<file path="src/rtl/sst_pkg.sv">
package sst_pkg;
  localparam int DATA_W  = 8;
  localparam int CHAR_W  = DATA_W + 1;
  localparam int IDX_W   = $clog2(CHAR_W);

  typedef struct packed {
    logic              nine;
    logic [CHAR_W-1:0] bits;
  } sst_char_t;
endpackage

</file>
<file path="src/rtl/sst_holdreg.sv">
module sst_holdreg
  import sst_pkg::*;
(
  input  logic              clk,
  input  logic              rst_n,
  input  logic              active,
  input  logic              in_valid,
  output logic              in_ready,
  input  logic [DATA_W-1:0] in_data,
  input  logic              bit9,
  input  logic              nine_bit,
  input  logic              take,
  output logic              full,
  output sst_char_t         held
);
  logic accept;

  assign in_ready = active & ~full;
  assign accept   = in_valid & in_ready;

  always_ff @(posedge clk or negedge rst_n) begin
    if (!rst_n) begin
      full <= 1'b0;
      held <= '0;
    end else if (!active) begin
      full <= 1'b0;
    end else if (accept) begin
      full       <= 1'b1;
      held.nine  <= nine_bit;
      held.bits  <= {bit9, in_data};
    end else if (take) begin
      full <= 1'b0;
    end
  end
endmodule

</file>
<file path="src/rtl/sst_bitclk.sv">
module sst_bitclk #(
  parameter int DIV_W = 16
) (
  input  logic             clk,
  input  logic             rst_n,
  input  logic             run,
  input  logic [DIV_W-1:0] divisor,
  output logic             tick
);
  logic [DIV_W-1:0] cnt;

  assign tick = run & (cnt == divisor);

  always_ff @(posedge clk or negedge rst_n) begin
    if (!rst_n)       cnt <= '0;
    else if (!run)    cnt <= '0;
    else if (tick)    cnt <= '0;
    else              cnt <= cnt + 1'b1;
  end
endmodule

</file>
<file path="src/rtl/sst_shifter.sv">
module sst_shifter
  import sst_pkg::*;
(
  input  logic      clk,
  input  logic      rst_n,
  input  logic      active,
  input  logic      tick,
  input  logic      pend,
  input  sst_char_t held,
  output logic      take,
  output logic      busy,
  output logic      phase,
  output logic      dout
);
  logic [CHAR_W-1:0] sh;
  logic [IDX_W-1:0]  idx;
  logic              nine_q;
  logic              last_bit;
  logic              end_char;

  assign last_bit = idx == (nine_q ? IDX_W'(DATA_W) : IDX_W'(DATA_W - 1));
  assign end_char = busy & tick & phase & last_bit;
  assign take     = active & pend & (~busy | end_char);
  assign dout     = sh[0];

  always_ff @(posedge clk or negedge rst_n) begin
    if (!rst_n) begin
      busy <= 1'b0; phase <= 1'b0; idx <= '0; sh <= '0; nine_q <= 1'b0;
    end else if (!active) begin
      busy <= 1'b0; phase <= 1'b0; idx <= '0; sh <= '0; nine_q <= 1'b0;
    end else if (take) begin
      busy   <= 1'b1;
      phase  <= 1'b0;
      idx    <= '0;
      sh     <= held.bits;
      nine_q <= held.nine;
    end else if (busy && tick) begin
      if (!phase) begin
        phase <= 1'b1;
      end else if (last_bit) begin
        busy  <= 1'b0;
        phase <= 1'b0;
        sh    <= '0;
      end else begin
        phase <= 1'b0;
        idx   <= idx + 1'b1;
        sh    <= sh >> 1;
      end
    end
  end
endmodule

</file>
<file path="src/rtl/sst_master_tx.sv">
module sst_master_tx
  import sst_pkg::*;
#(
  parameter int DIV_W = 16
) (
  input  logic              clk,
  input  logic              rst_n,
  input  logic              port_en,
  input  logic              master,
  input  logic              tx_en,
  input  logic              rx_en,
  input  logic              clk_pol,
  input  logic              nine_bit,
  input  logic              bit9,
  input  logic [DIV_W-1:0]  divisor,
  input  logic              in_valid,
  output logic              in_ready,
  input  logic [DATA_W-1:0] in_data,
  output logic              dat_o,
  output logic              dat_oe,
  output logic              sck_o,
  output logic              sck_oe,
  output logic              hold_empty,
  output logic              idle
);
  logic      active;
  logic      full;
  logic      take;
  logic      busy;
  logic      phase;
  logic      dout;
  logic      tick;
  sst_char_t held;

  assign active = port_en & master & tx_en & ~rx_en;

  sst_holdreg u_hold (
    .clk(clk), .rst_n(rst_n), .active(active),
    .in_valid(in_valid), .in_ready(in_ready), .in_data(in_data),
    .bit9(bit9), .nine_bit(nine_bit), .take(take),
    .full(full), .held(held)
  );

  sst_bitclk #(.DIV_W(DIV_W)) u_bclk (
    .clk(clk), .rst_n(rst_n), .run(busy), .divisor(divisor), .tick(tick)
  );

  sst_shifter u_shift (
    .clk(clk), .rst_n(rst_n), .active(active), .tick(tick),
    .pend(full), .held(held), .take(take),
    .busy(busy), .phase(phase), .dout(dout)
  );

  assign dat_o      = busy & dout;
  assign sck_o      = (busy & ~phase) ? ~clk_pol : clk_pol;
  assign dat_oe     = active;
  assign sck_oe     = active;
  assign hold_empty = ~full;
  assign idle       = ~busy;
endmodule

</file>
<file path="config.mk">
export PLATFORM = sky130hd
export DESIGN_NAME = sst_master_tx
export DESIGN_NICKNAME = d
export VERILOG_FILES = /design/src/rtl/sst_pkg.sv /design/src/rtl/sst_holdreg.sv /design/src/rtl/sst_bitclk.sv /design/src/rtl/sst_shifter.sv /design/src/rtl/sst_master_tx.sv
export SDC_FILE = /design/constraint.sdc
export NUM_CORES = 1
export LEC_CHECK = 0
export BUFFER_PORTS_ARGS = -buffer_cell sky130_fd_sc_hd__clkbuf_2
export CAP_MARGIN = 5
export CORE_MARGIN = 2
export CORE_UTILIZATION = 45
export CTS_CLUSTER_DIAMETER = 30
export DETAILED_ROUTE_END_ITERATION = 7
export GPL_ROUTABILITY_DRIVEN = 1
export HOLD_SLACK_MARGIN = 0.15
export PLACE_DENSITY = 0.67
export SLEW_MARGIN = 25
export SYNTH_ARGS = -nofsm -noshare
export SYNTH_HDL_FRONTEND = slang
export SYNTH_SLANG_ARGS = --single-unit
</file>
<file path="constraint.sdc">
create_clock -name clk -period 3.8 [get_ports clk]
set_input_delay 0.57 -clock clk [delete_from_list [all_inputs] [get_ports clk]]
set_output_delay 0.57 -clock clk [all_outputs]
set_load 0.03 [all_outputs]
</file>
==> summary.txt <==
Number of remaining DRC errors: 0
Startpoint of the worst-slack reg-to-reg timing path: u_shift.idx[0]
Antenna Violating Nets Remaining: 0
Syn_area_per_cell: 10.45 um^2
Launching element type of the critical path: flop
Number of antenna repair diodes: 0
Worst-case hold slack: 0.3412 ns
Core Rows: 25
Layout cell share with drive strength beyond 1: 0.2471
Number of instances in the synthesized netlist: 212
Critical-path cell with the highest stage delay: sky130_fd_sc_hd__o21ai_0
Hold violation count in the final report: 0
Clock transition at the register clock pins on the worst setup and hold paths after CTS: 0.08 ns
Post-synthesis register bit count: 43
Maximum number of pins on one net before global-route repair: 44
Ranking of synthesized cells by area: sky130_fd_sc_hd__dfrtp_1, sky130_fd_sc_hd__xnor2_1, sky130_fd_sc_hd__mux2_2, sky130_fd_sc_hd__nor2_1, sky130_fd_sc_hd__mux2i_1
Total leakage power: 1.143 nW
Die Span X: 74.15 um
Status: complete, no violations
Post-route clock skew: 0.009525 ns
Critical path class: reg2reg
Max incr delay on CP: 0.50 ns
Antenna violations before repair: 0
Area overhead of the layout relative to synthesis: 15.54%
PortBufs: 40
CP cell instances: nand3_1 > or2_1 > o21ai_0 > a41o_1 > and2_1 > a32o_1
Total negative slack: 0 ns
Post_cts resized: 0
Net count of the finished layout: 291
Sort of element at the end of the critical path: flop
Post-layout instance count excluding filler cells: 322
Routed WL: 4277 um
Post-CTS setup buffer count: 0
Die H: 74.15 um
Pins over their slew limit: 0
Number of enable-type register cells in the synthesized netlist: 0
GRT Util Overall: 0.1731
Setup repair after global routing missed its margin: no
Dominant cell by count in the synthesized netlist: sky130_fd_sc_hd__dfrtp_1
Primary FF master, synth: sky130_fd_sc_hd__dfrtp_1
Hold buffer count at cts: 0
Gp weighted congestion: 0.7553
TritonCTS clock tree: done
Core footprint: 4723 um^2
Number of filler instances in the final layout: 444
Mapped Area: 2215 um^2
Average wire per cell in the routed design: 13.28 um
Combined area of the multi-input logic cells: 1055 um^2
Detailed placement HPWL: 3138 um
Die Footprint: 5498 um^2
H-tree depth: 2
Areal power density over the cells: 336.7 nW/um^2
Fraction of synthesis flops using an asynchronous set or reset pin: 1.000
Total chip power: 0.8616 mW
Fraction of the yosys area taken by sequential cells: 0.4859
Largest voltage drop on the vdd net: 0.2233 mV
F_max: 453.2 MHz
1st-pass router iterations: 4
Detailed-route via count: 1,645
Wire length of the first global-routing pass: 7383 um
Number of vias per cell after detailed routing: 5.109
Number of global-route vias before repair: 1,679
Cell family contributing the most delay on the critical path: compound AO/OA/AOI/OAI gates
Sequential cell area in the final layout: 1076 um^2
Required time at the endpoint of the critical path: 4.03 ns
Deepest clock path buffer count: 2
Class of the worst hold path: in2async
Minimum setup slack among reg-to-reg paths: 1.59 ns
Slew at the pin closest to its max-slew limit: 0.7329 ns
Maximum Capacitance Violations: 0
First-iteration detailed-routing DRC count: 68
WP buf/inv: 0
Count of distinct cell types in the synthesized netlist: 37
Count of boundary I/O pins: 41
Minimum period implied by the final worst setup slack: 2.206 ns
Count of final setup violators: 0
Clock Latency Late Sink: 0.29 ns
# clock sinks: 43
Number of placed instances with taps included: 315
Synth Net Count: 248
Worst-case headroom to the max-slew limit: 0.5062
Share of the clock period used by the worst path: 0.5806
GR Overflow Total: 0
Starting density of the core: 0.4689
Cell taking the most area after synthesis: sky130_fd_sc_hd__dfrtp_1
Root Buffer Master: sky130_fd_sc_hd__clkbuf_8
Reg2Reg Capture Point: u_shift.sh[8]
Arrival @ worst endpoint: 2.43 ns
Critical-path maximum fanout: 11
Synth top cells by count: sky130_fd_sc_hd__dfrtp_1, sky130_fd_sc_hd__nor2_1, sky130_fd_sc_hd__xnor2_1, sky130_fd_sc_hd__inv_1, sky130_fd_sc_hd__nand2_1
Area share of the largest cell type after synthesis: 0.4859
Yosys warns: 0
Number of buffers inserted during clock tree synthesis: 5
Worst r2r path cells: 6
-- cell type report --
type | instances | share of cell area
tap | 67 | 0.03276
inverter | 13 | 0.01907
clock inverter | 1 | 0.001956
multi-input combinational | 151 | 0.4122
sequential | 43 | 0.4205
timing repair buffer | 41 | 0.08117
clock buffer | 6 | 0.03227
-- cell usage in the layout, fill, tap and decap left out, types with 2 or more instances in the layout --
master,n
sky130_fd_sc_hd__xnor2_1,24
sky130_fd_sc_hd__a32o_1,2
sky130_fd_sc_hd__mux2i_1,7
sky130_fd_sc_hd__xor2_1,8
sky130_fd_sc_hd__nand2_1,11
sky130_fd_sc_hd__nor2_1,27
sky130_fd_sc_hd__mux2_2,10
sky130_fd_sc_hd__ha_1,2
sky130_fd_sc_hd__and3_2,2
sky130_fd_sc_hd__o21ai_0,8
sky130_fd_sc_hd__and3_1,7
sky130_fd_sc_hd__a21oi_1,5
sky130_fd_sc_hd__and2_1,3
sky130_fd_sc_hd__dfrtp_1,43
sky130_fd_sc_hd__a32oi_1,7
sky130_fd_sc_hd__nand4_1,3
sky130_fd_sc_hd__clkbuf_2,40
sky130_fd_sc_hd__nand3_1,7
sky130_fd_sc_hd__or3_1,4
sky130_fd_sc_hd__clkbuf_8,6
sky130_fd_sc_hd__inv_1,13
-- sequential cells by signal, indices dropped and copies added (netlist names) --
name and flops:
u_shift.nine_q 1, u_shift.busy 1, u_shift.idx 4, u_hold.held 10
u_shift.sh 9, u_bclk.cnt 16, u_shift.phase 1, u_hold.full 1
-- routing by layer --
| metal | part of all wire | wire length [um] | track usage |
|---|---|---|---|
| met5 | 0 | 0 | 0 |
| met2 | 0.48 | 2047 | 0.2847 |
| met1 | 0.47 | 2005 | 0.2249 |
| met3 | 0.041 | 174 | 0.04336 |
| met4 | 0.012 | 50 | 0.05657 |
-- kinds of logic after synthesis --
group                      after synthesis  share of synthesized area
xor gates and xnor gates                32                     0.1266
and+or+nand+nor                         73                     0.1718
muxes                                   17                    0.08249
AOI/OAI and AO/OA                       27                    0.08419
buffers and inverters                   18                    0.03785
DFF                                     43                     0.4859
adders and majority gates                2                    0.01130
-- where the power goes --
| part | switching (mW) | total [mW] | leakage [nW] | internal [mW] |
|---|---|---|---|---|
| combinational | 0.0324 | 0.0731 | 0.513 | 0.0407 |
| clock | 0.149 | 0.292 | 0.0470 | 0.143 |
| sequential | 0.0138 | 0.497 | 0.584 | 0.483 |
-- worst max path at each step --
stage | from | endpoint | depth (start not counted)
2_1_floorplan | rx_en | u_hold.held[0] | 5
3_3_place_gp | divisor[8] | u_shift.nine_q | 7
3_5_place_dp | divisor[8] | u_shift.nine_q | 7
4_1_cts | u_shift.idx[0] | u_shift.sh[3] | 6
5_1_grt | u_shift.idx[2] | u_shift.sh[3] | 6
6_report | u_shift.idx[0] | u_shift.sh[8] | 6
-- per-stage QoR --
| stage | instance area (um^2) | util | setup slack, ns |
|---|---|---|---|
| 6_report | 2559 | 0.5417 | 1.594 |
| 5_1_grt | 2559 | 0.5417 | 1.403 |
| 4_1_cts | 2559 | 0.5417 | 1.627 |
| 3_5_place_dp | 2471 | 0.5232 | 1.436 |
| 3_3_place_gp | 2471 | 0.5232 | 1.480 |
| 2_1_floorplan | 2215 | - | 1.688 |
No activity file was read; power rests on OpenSTA's default activity.
